--- config.mk ---
export PLATFORM = sky130hd
export DESIGN_NAME = uart_frame_tx
export DESIGN_NICKNAME = d
export VERILOG_FILES = /design/src/rtl/uart_tx_pkg.sv /design/src/rtl/uart_tx_hold.sv /design/src/rtl/uart_tx_parity.sv /design/src/rtl/uart_tx_framer.sv /design/src/rtl/uart_frame_tx.sv
export SDC_FILE = /design/constraint.sdc
export NUM_CORES = 1
export LEC_CHECK = 0
export ABC_AREA = 0
export BUFFER_PORTS_ARGS = -buffer_cell sky130_fd_sc_hd__buf_2
export CAP_MARGIN = 40
export CORE_MARGIN = 2
export CORE_UTILIZATION = 45
export DETAILED_ROUTE_END_ITERATION = 16
export PLACE_DENSITY = 0.71
export SLEW_MARGIN = 20
export SYNTH_ARGS = -nofsm -noshare
export SYNTH_HDL_FRONTEND = slang
export SYNTH_SLANG_ARGS = --single-unit
--- constraint.sdc ---
create_clock -name clk -period 3.1 [get_ports clk]
set_input_delay 0.155 -clock clk [delete_from_list [all_inputs] [get_ports clk]]
set_output_delay 0.155 -clock clk [all_outputs]
set_load 0.005 [all_outputs]
--- src/rtl/uart_tx_pkg.sv ---
package uart_tx_pkg;

  localparam int CHAR_W = 8;

  // Field order matches the line-control bit positions (bit 7 first).
  typedef struct packed {
    logic       stick;
    logic [1:0] wlen;
    logic       fifo_on;
    logic       two_stop;
    logic       even;
    logic       par_on;
    logic       brk;
  } line_cfg_t;

  typedef enum logic [2:0] {
    ST_IDLE,
    ST_START,
    ST_DATA,
    ST_PAR,
    ST_STOP1,
    ST_STOP2,
    ST_BREAK
  } tx_state_e;

  // Index of the last data bit for a word-length code (5..8 bits).
  function automatic logic [2:0] last_bit_idx(input logic [1:0] wlen);
    return 3'd4 + {1'b0, wlen};
  endfunction

endpackage

--- src/rtl/uart_tx_hold.sv ---
module uart_tx_hold
  import uart_tx_pkg::*;
#(
  parameter int DEPTH = 16
) (
  input  logic              clk,
  input  logic              rst_n,
  input  logic              fifo_on,
  input  logic              wr_valid,
  input  logic [CHAR_W-1:0] wr_data,
  output logic              wr_ready,
  input  logic              rd_pop,
  output logic [CHAR_W-1:0] rd_data,
  output logic              rd_avail,
  output logic [$clog2(DEPTH+1)-1:0] fill
);

  localparam int AW = (DEPTH > 1) ? $clog2(DEPTH) : 1;
  localparam int CW = $clog2(DEPTH + 1);

  logic [CHAR_W-1:0] mem_q [DEPTH];
  logic [AW-1:0]     wr_ptr_q, wr_ptr_d;
  logic [AW-1:0]     rd_ptr_q, rd_ptr_d;
  logic [CW-1:0]     fill_q, fill_d;
  logic [CW-1:0]     cap;
  logic              do_wr, do_rd;

  function automatic logic [AW-1:0] bump(input logic [AW-1:0] p);
    return (p == AW'(DEPTH - 1)) ? '0 : p + 1'b1;
  endfunction

  // Single-entry mode reuses the same storage with a capacity of one.
  assign cap      = fifo_on ? CW'(DEPTH) : CW'(1);
  assign wr_ready = (fill_q < cap);
  assign rd_avail = (fill_q != '0);
  assign rd_data  = mem_q[rd_ptr_q];
  assign fill     = fill_q;

  assign do_wr = wr_valid & wr_ready;
  assign do_rd = rd_pop & rd_avail;

  always_comb begin
    wr_ptr_d = do_wr ? bump(wr_ptr_q) : wr_ptr_q;
    rd_ptr_d = do_rd ? bump(rd_ptr_q) : rd_ptr_q;
    unique case ({do_wr, do_rd})
      2'b10:   fill_d = fill_q + 1'b1;
      2'b01:   fill_d = fill_q - 1'b1;
      default: fill_d = fill_q;
    endcase
  end

  always_ff @(posedge clk or negedge rst_n) begin
    if (!rst_n) begin
      wr_ptr_q <= '0;
      rd_ptr_q <= '0;
      fill_q   <= '0;
    end else if (do_wr || do_rd) begin
      wr_ptr_q <= wr_ptr_d;
      rd_ptr_q <= rd_ptr_d;
      fill_q   <= fill_d;
    end
  end

  always_ff @(posedge clk) begin
    if (do_wr) begin
      mem_q[wr_ptr_q] <= wr_data;
    end
  end

endmodule

--- src/rtl/uart_tx_parity.sv ---
module uart_tx_parity
  import uart_tx_pkg::*;
(
  input  logic [CHAR_W-1:0] data,
  input  logic [1:0]        wlen,
  input  logic              even,
  input  logic              stick,
  output logic              pbit
);

  logic [CHAR_W-1:0] kept;
  logic [2:0]        top_idx;
  logic              ones_odd;

  assign top_idx = last_bit_idx(wlen);

  for (genvar gi = 0; gi < CHAR_W; gi++) begin : g_mask
    assign kept[gi] = data[gi] & (3'(gi) <= top_idx);
  end

  assign ones_odd = ^kept;

  // Stick: fixed level opposite to the even select. Otherwise even/odd sense.
  assign pbit = stick ? ~even : (even ? ones_odd : ~ones_odd);

endmodule

--- src/rtl/uart_tx_framer.sv ---
module uart_tx_framer
  import uart_tx_pkg::*;
(
  input  logic              clk,
  input  logic              rst_n,
  input  logic              tick,
  input  logic              brk_req,
  input  logic [1:0]        wlen,
  input  logic              par_on,
  input  logic              two_stop,
  input  logic              par_bit,
  input  logic [CHAR_W-1:0] head_data,
  input  logic              head_avail,
  output logic              take,
  output logic              ser_out,
  output logic              active,
  output logic              in_break
);

  tx_state_e         st_q, st_d;
  logic [1:0]        wlen_q, wlen_d;
  logic              par_on_q, par_on_d;
  logic              stop2_q, stop2_d;
  logic              pbit_q, pbit_d;
  logic [CHAR_W-1:0] sh_q, sh_d;
  logic [2:0]        cnt_q, cnt_d;
  logic              out_q, out_d;
  logic              boundary;

  always_comb begin
    st_d     = st_q;
    wlen_d   = wlen_q;
    par_on_d = par_on_q;
    stop2_d  = stop2_q;
    pbit_d   = pbit_q;
    sh_d     = sh_q;
    cnt_d    = cnt_q;
    out_d    = out_q;
    take     = 1'b0;
    boundary = 1'b0;

    unique case (st_q)
      ST_IDLE: begin
        boundary = tick;
      end
      ST_START: begin
        if (tick) begin
          st_d  = ST_DATA;
          cnt_d = '0;
          out_d = sh_q[0];
        end
      end
      ST_DATA: begin
        if (tick) begin
          if (cnt_q == last_bit_idx(wlen_q)) begin
            if (par_on_q) begin
              st_d  = ST_PAR;
              out_d = pbit_q;
            end else begin
              st_d  = ST_STOP1;
              out_d = 1'b1;
            end
          end else begin
            cnt_d = cnt_q + 3'd1;
            sh_d  = sh_q >> 1;
            out_d = sh_q[1];
          end
        end
      end
      ST_PAR: begin
        if (tick) begin
          st_d  = ST_STOP1;
          out_d = 1'b1;
        end
      end
      ST_STOP1: begin
        if (tick) begin
          if (stop2_q) begin
            st_d = ST_STOP2;
          end else begin
            boundary = 1'b1;
          end
        end
      end
      ST_STOP2: begin
        boundary = tick;
      end
      ST_BREAK: begin
        if (tick && !brk_req) begin
          st_d  = ST_IDLE;
          out_d = 1'b1;
        end
      end
      default: begin
        st_d  = ST_IDLE;
        out_d = 1'b1;
      end
    endcase

    // Frame boundary: break wins, then a queued character, else idle.
    if (boundary) begin
      if (brk_req) begin
        st_d  = ST_BREAK;
        out_d = 1'b0;
      end else if (head_avail) begin
        st_d     = ST_START;
        out_d    = 1'b0;
        take     = 1'b1;
        wlen_d   = wlen;
        par_on_d = par_on;
        stop2_d  = two_stop;
        pbit_d   = par_bit;
        sh_d     = head_data;
      end else begin
        st_d  = ST_IDLE;
        out_d = 1'b1;
      end
    end
  end

  always_ff @(posedge clk or negedge rst_n) begin
    if (!rst_n) begin
      st_q     <= ST_IDLE;
      wlen_q   <= '0;
      par_on_q <= 1'b0;
      stop2_q  <= 1'b0;
      pbit_q   <= 1'b0;
      sh_q     <= '0;
      cnt_q    <= '0;
      out_q    <= 1'b1;
    end else if (tick) begin
      st_q     <= st_d;
      wlen_q   <= wlen_d;
      par_on_q <= par_on_d;
      stop2_q  <= stop2_d;
      pbit_q   <= pbit_d;
      sh_q     <= sh_d;
      cnt_q    <= cnt_d;
      out_q    <= out_d;
    end
  end

  assign ser_out  = out_q;
  assign active   = (st_q != ST_IDLE);
  assign in_break = (st_q == ST_BREAK);

endmodule

--- src/rtl/uart_frame_tx.sv ---
module uart_frame_tx
  import uart_tx_pkg::*;
#(
  parameter int DEPTH = 16
) (
  input  logic       clk,
  input  logic       rst_n,
  input  logic       bit_tick,
  input  logic [7:0] line_ctrl,
  input  logic       in_valid,
  input  logic [7:0] in_data,
  output logic       in_ready,
  output logic       ser_out,
  output logic       busy
);

  localparam int CW = $clog2(DEPTH + 1);

  line_cfg_t         cfg;
  logic [CHAR_W-1:0] head_data;
  logic              head_avail;
  logic              take;
  logic              par_bit;
  logic              framer_active;
  logic              brk_active;
  logic [CW-1:0]     buf_fill;

  assign cfg = line_cfg_t'(line_ctrl);

  uart_tx_hold #(
    .DEPTH (DEPTH)
  ) u_hold (
    .clk      (clk),
    .rst_n    (rst_n),
    .fifo_on  (cfg.fifo_on),
    .wr_valid (in_valid),
    .wr_data  (in_data),
    .wr_ready (in_ready),
    .rd_pop   (take),
    .rd_data  (head_data),
    .rd_avail (head_avail),
    .fill     (buf_fill)
  );

  uart_tx_parity u_parity (
    .data  (head_data),
    .wlen  (cfg.wlen),
    .even  (cfg.even),
    .stick (cfg.stick),
    .pbit  (par_bit)
  );

  uart_tx_framer u_framer (
    .clk        (clk),
    .rst_n      (rst_n),
    .tick       (bit_tick),
    .brk_req    (cfg.brk),
    .wlen       (cfg.wlen),
    .par_on     (cfg.par_on),
    .two_stop   (cfg.two_stop),
    .par_bit    (par_bit),
    .head_data  (head_data),
    .head_avail (head_avail),
    .take       (take),
    .ser_out    (ser_out),
    .active     (framer_active),
    .in_break   (brk_active)
  );

  assign busy = framer_active | head_avail;

endmodule

==> results by group, run 1 <==
Critical path
  – R2R Path End: u_framer.pbit_q
  – Crit Path Max Fanout: 11
  – Max incr delay on CP: 600 ps
  – Critical path class: flip-flop to flip-flop
  – Reg2reg path depth: 7
  – Critical Path Source Type: flip-flop
  – Crit-path cells: mux4_1 -> mux4_2 -> xnor3_2 -> xnor2_1 -> a31oi_1 -> o31a_1 -> o31ai_1
  – Slowest CP cell: mux4_1
  – CP Data Arrival Time: 3280 ps
  – Worst endpoint required time: 3430 ps
  – Worst R2R Setup Slack: 150 ps
  – Worst reg2reg startpoint: u_hold.rd_ptr_q[0]
  – Worst setup EP type: flip-flop

CTS
  – Worst-case clock buffer depth: 2
  – Num CTS Buffers: 17
  – Clock Latency Late Sink: 420 ps
  – CTS sink count: 161
  – Clock Pin Slew Worst Setup and Hold Paths: 60 ps
  – Post-CTS Setup Bufs: 0
  – Clk root buf: clkbuf_16
  – CTS tree: done
  – Htree depth: 4

Placed design
  – Routability Congestion: 0.814
  – Port Buffers: 22
  – Final HPWL DP: 9200 um
  – Post-DP Area: 7330 um^2

Timing
  – Worst-margin pin slew: 639 ps
  – Total negative setup slack: 0 ps
  – # setup viols final: 0
  – Slew Limit Fails: 0
  – Final Hold Viols: 0
  – Final period util: 0.950
  – Min Clock Period, post-route: 2950 ps
  – Fin Clk Skew: 7.75 ps
  – Fmax: 339 MHz
  – Slew HR: 0.573
  – RSZ-0062 raised after global routing: false

Detailed routing
  – Final wirelength: 14,400 um
  – # DRC: 0
  – Vias post-DR: 3,978
  – Pre-antenna DRT Iters: 5
  – Routed Antenna Nets: 0
  – WL/cell: 20.9 um
  – Initial drt markers: 339
  – Vias/cell: 5.75

Synthesis
  – Cells after Synth: 443
  – Seq/Total Area, Yosys: 0.675
  – Post-synthesis sequential element count: 161
  – Synth cell types: 53
  – Main flop type after synthesis: edfxtp_1
  – Mapped cell area: 6920 um^2
  – Syn Nets: 472
  – Warnings from Yosys: 0
  – Number of enable flip-flop cells after synthesis: 128
  – Mean area per synthesized cell: 15.6 um^2
  – Asr flop ratio synth: 0.205

Min path
  – Hold Path Depth: 3
  – Hold Path Origin: line_ctrl[2]
  – WHS Endpoint: u_framer.pbit_q
  – Hold WC Path Type: input pin to flip-flop

Final layout
  – Final Net Count: 521
  – Utilization after layout: 0.531
  – Antenna diodes: 0
  – Commonest non-fill, non-tap cell in the layout: edfxtp_1
  – Layout cell share with drive strength beyond 1: 0.234
  – Design Area, Final: 8010 um^2
  – P&R area growth vs syn: 15.8%
  – Most frequent cells in the layout: edfxtp_1, nand2_1, mux4_2, dfrtp_1, nor2_1

Global route
  – Number of global-route vias before repair: 3,951
  – Global-route track usage on met1: 0.242
  – Routing usage on met2: 0.317
  – Total grt overflow: 0
  – Gr busiest metal: met2
  – Overall routing resource usage: 0.190
  – Initial antenna violation count: 0
  – First-pass GRT wire length: 22,600 um
  – Met3 Usage GRT: 0.0555
  – Largest net degree at the start of global routing: 34

Die
  – Cell Rows: 45
  – Initial Util: 0.458
  – Die Wd: 128 um
  – Die Y: 128 um
  – Io pins: 23
  – Die ar.: 16,400 um^2
  – Core area: 15,100 um^2

Outcome
  – Status: finished, final reports clean

Power and ir drop
  – Power per cell area: 943 nW/um^2
  – Leak: 2.86 nW
  – Power, Total: 7.55 mW
  – VDD IR max: 0.549 mV

Flow run
  – Max Cap Viol: 0
through the flow:
stage                     hold slack, ps  worst slack (ps)  cells
after floorplan                     -141              37.9    443
after global placement               259               197    654
after detailed placement             269               144    654
after CTS                           51.6               127    691
after global routing                75.6              5.53    692
final                               82.4               154    692
synthesized netlist by cell type (2+ instances only):
master / n / area share
buf_8: 2 / 0.0043
inv_1: 6 / 0.0033
nor4_1: 2 / 0.0018
nand2_1: 44 / 0.024
a31oi_1: 5 / 0.0045
xnor2_1: 8 / 0.010
o21ai_1: 13 / 0.0094
buf_2: 4 / 0.0029
nor3_1: 8 / 0.0058
inv_2: 5 / 0.0027
nand3b_1: 2 / 0.0022
ha_1: 9 / 0.016
buf_4: 2 / 0.0022
o21ai_0: 2 / 0.0014
mux4_2: 31 / 0.10
edfxtp_1: 128 / 0.56
nor2b_1: 4 / 0.0036
o2111ai_1: 2 / 0.0025
xor2_1: 6 / 0.0076
o22ai_1: 8 / 0.0072
a21o_1: 3 / 0.0033
and3_1: 7 / 0.0063
a211oi_1: 4 / 0.0043
a22oi_1: 9 / 0.0098
a21oi_1: 16 / 0.012
nor2_1: 30 / 0.016
dfrtp_1: 32 / 0.12
nand3_1: 8 / 0.0058
buf_1: 2 / 0.0011
nand4_1: 2 / 0.0018
nand2b_1: 3 / 0.0027
mux4_1: 4 / 0.015
clkbuf_1: 12 / 0.0065
critical path: cells and delay by family, from the launching register on:
family | cells | cell delay (ps)
AOI/OAI and AO/OA | 3 | 590
xor gates and xnor gates | 2 | 600
DFF | 1 | 540
muxes | 2 | 1130
sequential cells by signal (all words and copies together), names as in the netlist, 2 cells and up:
signal / count
u_hold.wr_ptr_q: 4
u_framer.sh_q: 8
u_framer.st_q: 3
u_hold.fill: 5
u_hold.mem_q: 128
u_framer.wlen_q: 2
u_hold.rd_ptr_q: 4
u_framer.cnt_q: 3
worst max-delay path by stage:
| stage | from | end | slack (ps) | cells after the start |
|---|---|---|---|---|
| finish | u_hold.rd_ptr_q[0] | u_framer.pbit_q | 150 | 7 |
| global route | u_hold.rd_ptr_q[0] | u_framer.pbit_q | 6 | 9 |
| CTS | u_hold.rd_ptr_q[0] | u_framer.pbit_q | 130 | 7 |
| detailed placement | u_hold.rd_ptr_q[0] | u_framer.pbit_q | 140 | 7 |
| global placement | u_hold.rd_ptr_q[0] | u_framer.pbit_q | 200 | 7 |
| floorplan | u_hold.fill[2] | u_hold.fill[2] | 40 | 15 |
metal layers:
metal	wire (um)	vias to the layer above
li1	-	1818
met1	6030	2003
met2	7310	138
met3	927	19
met4	180	0
met5	0	-
final cells by class:
| cell class | count | area (um^2) |
|---|---|---|
| Tap cell | 188 | 235 |
| Clock inverter | 12 | 159 |
| Timing Repair Buffer | 53 | 387 |
| Clock buffer | 19 | 433 |
| Fill cell | 1196 | 7080 |
| Sequential cell | 161 | 4670 |
| Multi-Input combinational cell | 248 | 2080 |
| Inverter | 11 | 41.3 |
cell families after synthesis:
group           share of synthesized area
simple gates                       0.0771
mux                                 0.119
xor+xnor                           0.0235
flops                               0.675
buf+inv                            0.0246
compound gates                     0.0639
fa+ha+maj                          0.0163
report_power, final:
group,switching (mW),internal [mW]
logic,1.26,1.23
clock network,0.814,1.27
registers,0.329,2.65
repair_timing:
action                                 in CTS  in global routing
setup endpoints to repair                   0                  3
gates resized for setup                     0                  3
hold buffers                                6                  0
endpoints found under the hold margin      37                  0
No activity file was read; power rests on OpenSTA's default activity.
==> run 2, diff against run 1 <==
- PLACE_DENSITY: 0.71 -> 0.69
- clock period: 3.1 -> 3.7 ns (I/O delays scaled with it)
==> results by group, run 2 (same netlist as run 1, synthesis figures left out) <==
Global route
  – Gr busiest metal: met2
  – Met3 Usage GRT: 0.0351
  – Largest net degree at the start of global routing: 34
  – First-pass GRT wire length: 21,400 um
  – Total grt overflow: 0
  – Initial antenna violation count: 0
  – Overall routing resource usage: 0.176
  – Global-route track usage on met1: 0.226
  – Number of global-route vias before repair: 4,026
  – Routing usage on met2: 0.290

Placed design
  – Post-DP Area: 7250 um^2
  – Routability Congestion: 0.832
  – Final HPWL DP: 9220 um
  – Post-Place Cells: 645
  – Port Buffers: 22
  – Pre-CTS WS: 572 ps

Timing
  – Final Hold Viols: 0
  – Slew HR: 0.467
  – Final period util: 0.872
  – Final WS setup: 473 ps
  – Total negative setup slack: 0 ps
  – # setup viols final: 0
  – Slew Limit Fails: 0
  – Hold WS: 31.6 ps
  – Min Clock Period, post-route: 3230 ps
  – Fin Clk Skew: 7.48 ps
  – RSZ-0062 raised after global routing: false
  – Fmax: 310 MHz
  – Worst-margin pin slew: 796 ps

Die
  – Io pins: 23
  – Cell Rows: 45
  – Core area: 15,100 um^2
  – Die ar.: 16,400 um^2
  – Initial Util: 0.458
  – Die Wd: 128 um
  – Die Y: 128 um

Final layout
  – Most frequent cells in the layout: edfxtp_1, nand2_1, mux4_2, dfrtp_1, nor2_1
  – P&R area growth vs syn: 14.2%
  – Largest register FFs: 128
  – Final Net Count: 512
  – Design Area, Final: 7900 um^2
  – Antenna diodes: 0
  – Commonest non-fill, non-tap cell in the layout: edfxtp_1
  – Layout cell share with drive strength beyond 1: 0.228
  – Fill cells: 1,199
  – Biggest register: u_hold.mem_q
  – Fin cells: 684

CTS
  – Num CTS Buffers: 17
  – Clock Pin Slew Worst Setup and Hold Paths: 70 ps
  – Post-CTS Setup Bufs: 0
  – Clock Latency Late Sink: 420 ps
  – Htree depth: 4
  – CTS sink count: 161
  – Worst-case clock buffer depth: 2
  – CTS tree: done
  – Clk root buf: clkbuf_16

Power and ir drop
  – Power per cell area: 789 nW/um^2
  – Leak: 2.81 nW
  – VDD IR max: 0.440 mV

Flow run
  – Max Cap Viol: 0

Detailed routing
  – Pre-antenna DRT Iters: 4
  – Final wirelength: 13,400 um
  – WL/cell: 19.7 um
  – Initial drt markers: 389
  – Vias post-DR: 4,009
  – Vias/cell: 5.86
  – Routed Antenna Nets: 0
  – # DRC: 0

Critical path
  – CP Data Arrival Time: 3560 ps
  – Max incr delay on CP: 580 ps
  – Slowest CP cell: dfrtp_2
  – Crit-path cells: buf_4 -> mux4_2 -> a22oi_1 -> and3_1 -> and3_1 -> o2111ai_1 -> and4_4 -> o31a_1 -> o31ai_1
  – Worst setup EP type: flip-flop
  – Critical path class: flip-flop to flip-flop
  – Critical Path Source Type: flip-flop
  – Worst endpoint required time: 4030 ps
  – Top cell by count, worst path: and3_1
  – Crit Path Max Fanout: 16

Min path
  – Hold WC Path Type: input pin to flip-flop

Outcome
  – Status: finished, final reports clean
-- run 2: layout make-up --
type,count,area (um^2),area share
clock inverters,14,145,0.0184
flip-flops and latches,161,4670,0.592
inverters,11,41.3,0.00523
clock buffers,18,429,0.0544
well taps,188,235,0.0298
repair buffers,44,298,0.0377
multi-input cells,248,2070,0.263
-- run 2: per-layer routing --
metal / share of wire / vias to the layer above / routed length [um]
met5: 0 / - / 0
met4: 0.027 / 0 / 363
met3: 0.050 / 25 / 677
met2: 0.51 / 135 / 6800
met1: 0.42 / 2044 / 5610
li1: - / 1805 / -
-- run 2: worst paths after layout --
kind,start,slack [ps],cells after the start,to
max in group asynchronous,rst_n,3060,3,u_framer.ser_out
max reg2reg,u_hold.rd_ptr_q[0],470,9,u_framer.pbit_q
min in group asynchronous,rst_n,160,2,u_hold.wr_ptr_q[1]
max,u_hold.rd_ptr_q[0],470,9,u_framer.pbit_q
min reg2reg,u_framer.pbit_q,500,2,u_framer.pbit_q
min,line_ctrl[6],30,3,u_framer.wlen_q[1]
-- run 2: power by group --
part	internal, mW	switching, mW	leakage (nW)
registers	2.22	0.289	1.55
logic	0.989	1.04	0.976
clock network	0.951	0.745	0.284
-- run 2: worst max-delay path: cells and delay by family (launching register included) --
family          cells  cell delay [ps]
compound gates      4              840
buf+inv             1              380
flops               1              580
mux                 1              560
simple gates        3              770
-- run 2: metrics by stage --
step	power, mW	util
floorplan	4.11	-
CTS	6.26	0.521
detailed placement	4.55	0.480
finish	6.23	0.523
global placement	4.45	0.480
global route	6.57	0.523
-- run 2: what timing repair did --
action	4_1_cts	5_1_grt
hold endpoints to repair	35	0
gates resized for setup	0	0
hold buffers	4	0
==> run 3, diff against run 2 <==
- CORE_ASPECT_RATIO: not set -> 1.25
==> results by group, run 3 (same netlist as run 1, synthesis figures left out) <==
CTS
  – Htree depth: 4
  – Worst-case clock buffer depth: 2
  – Num CTS Buffers: 17
  – Clock Pin Slew Worst Setup and Hold Paths: 60 ps
  – Clk root buf: clkbuf_16
  – Post_cts resized: 0
  – CTS sink count: 161
  – Clock Latency Late Sink: 420 ps
  – CTS tree: done

Final layout
  – Reg area: 4670 um^2
  – Final Net Count: 514
  – Layout cell share with drive strength beyond 1: 0.227
  – P&R area growth vs syn: 14.0%
  – Utilization after layout: 0.525
  – Area taken by multi-input logic gates: 2070 um^2
  – Commonest non-fill, non-tap cell in the layout: edfxtp_1
  – Most frequent cells in the layout: edfxtp_1, nand2_1, mux4_2, dfrtp_1, nor2_1
  – Biggest register: u_hold.mem_q
  – Design Area, Final: 7890 um^2
  – Antenna diodes: 0
  – Fill cells: 1,204
  – Largest register FFs: 128

Critical path
  – Worst setup EP type: flip-flop
  – CP Data Arrival Time: 3380 ps
  – Critical Path Source Type: flip-flop
  – Worst endpoint required time: 4030 ps
  – Critical path class: flip-flop to flip-flop
  – Crit Path Max Fanout: 24

Flow run
  – Max Cap Viol: 0

Detailed routing
  – Final wirelength: 14,000 um
  – # DRC: 0
  – Initial drt markers: 317
  – Pre-antenna DRT Iters: 5
  – Vias post-DR: 4,045
  – Routed Antenna Nets: 0
  – WL/cell: 20.7 um
  – Vias/cell: 5.96

Placed design
  – Routability Congestion: 0.852
  – Post-DP Area: 7260 um^2
  – Final HPWL DP: 9470 um
  – Port Buffers: 22

Power and ir drop
  – Leak: 2.81 nW
  – Power per cell area: 788 nW/um^2
  – VDD IR max: 0.390 mV

Timing
  – Fin Clk Skew: 7.89 ps
  – Total negative setup slack: 0 ps
  – Fmax: 328 MHz
  – Final Hold Viols: 0
  – Worst-margin pin slew: 760 ps
  – Slew Limit Fails: 0
  – Final period util: 0.825
  – RSZ-0062 raised after global routing: false
  – Slew HR: 0.494
  – # setup viols final: 0
  – Min Clock Period, post-route: 3050 ps

Die
  – Die Y: 143 um
  – Core area: 15,000 um^2
  – Cell Rows: 50
  – Die ar.: 16,400 um^2
  – Initial Util: 0.461
  – Die Wd: 115 um
  – Io pins: 23

Min path
  – Hold WC Path Type: input pin to flip-flop

Global route
  – Largest net degree at the start of global routing: 34
  – Initial antenna violation count: 0
  – First-pass GRT wire length: 22,400 um
  – Total grt overflow: 0
  – Overall routing resource usage: 0.185
  – Number of global-route vias before repair: 4,030

Outcome
  – Status: finished, final reports clean
-- run 3: layout make-up --
class	count	area share
flip-flops and latches	161	0.592
inverters	11	0.00524
clock inverters	13	0.0163
repair buffers	46	0.0397
well taps	182	0.0289
clock buffers	18	0.0544
multi-input cells	248	0.263
-- run 3: critical path: stages, from the launching register on --
cell and delay, ps:
dfrtp_1 670, buf_4 430, mux4_2 380, a22oi_1 290, nand2_1 170, xnor2_2 160, xnor2_1 270, a31oi_1 100
o31a_1 300, o31ai_1 180
-- run 3: routing by layer --
layer,global-route usage,share of wire
met2,0.317,0.53
met1,0.224,0.41
met3,0.0439,0.042
met4,0.0755,0.019
met5,0,0
-- run 3: through the flow --
step | hold WS [ps] | total power, mW | instances | setup WS [ps]
2_1_floorplan | -111 | 4.11 | 443 | 448
6_report | 41.6 | 6.22 | 679 | 647
3_3_place_gp | 295 | 4.48 | 640 | 663
5_1_grt | 57.6 | 6.56 | 679 | 462
4_1_cts | 26.4 | 6.25 | 675 | 627
3_5_place_dp | 301 | 4.58 | 640 | 659
-- run 3: path summary, 6_finish.rpt --
path                                    start                  to  slack (ps)  cells after the start
max                        u_hold.rd_ptr_q[1]     u_framer.pbit_q         650                      9
min                              line_ctrl[5]  u_framer.wlen_q[0]          40                      3
max reg2reg                u_hold.rd_ptr_q[1]     u_framer.pbit_q         650                      9
min reg2reg                   u_framer.pbit_q     u_framer.pbit_q         480                      2
max in group asynchronous               rst_n  u_hold.rd_ptr_q[0]        2800                      2
min in group asynchronous               rst_n  u_hold.wr_ptr_q[0]         370                      2
-- run 3: timing repair --
item | CTS | global route
endpoints found under the hold margin | 35 | 0
hold buffers | 4 | 0
setup buffers | 0 | 0
-- run 3: power breakdown --
group | total, mW | internal (mW) | switching [mW]
Clock | 1.65 | 0.937 | 0.714
Sequential | 2.50 | 2.22 | 0.284
Combinational | 2.07 | 0.998 | 1.07
Total | 6.22 | 4.15 | 2.07
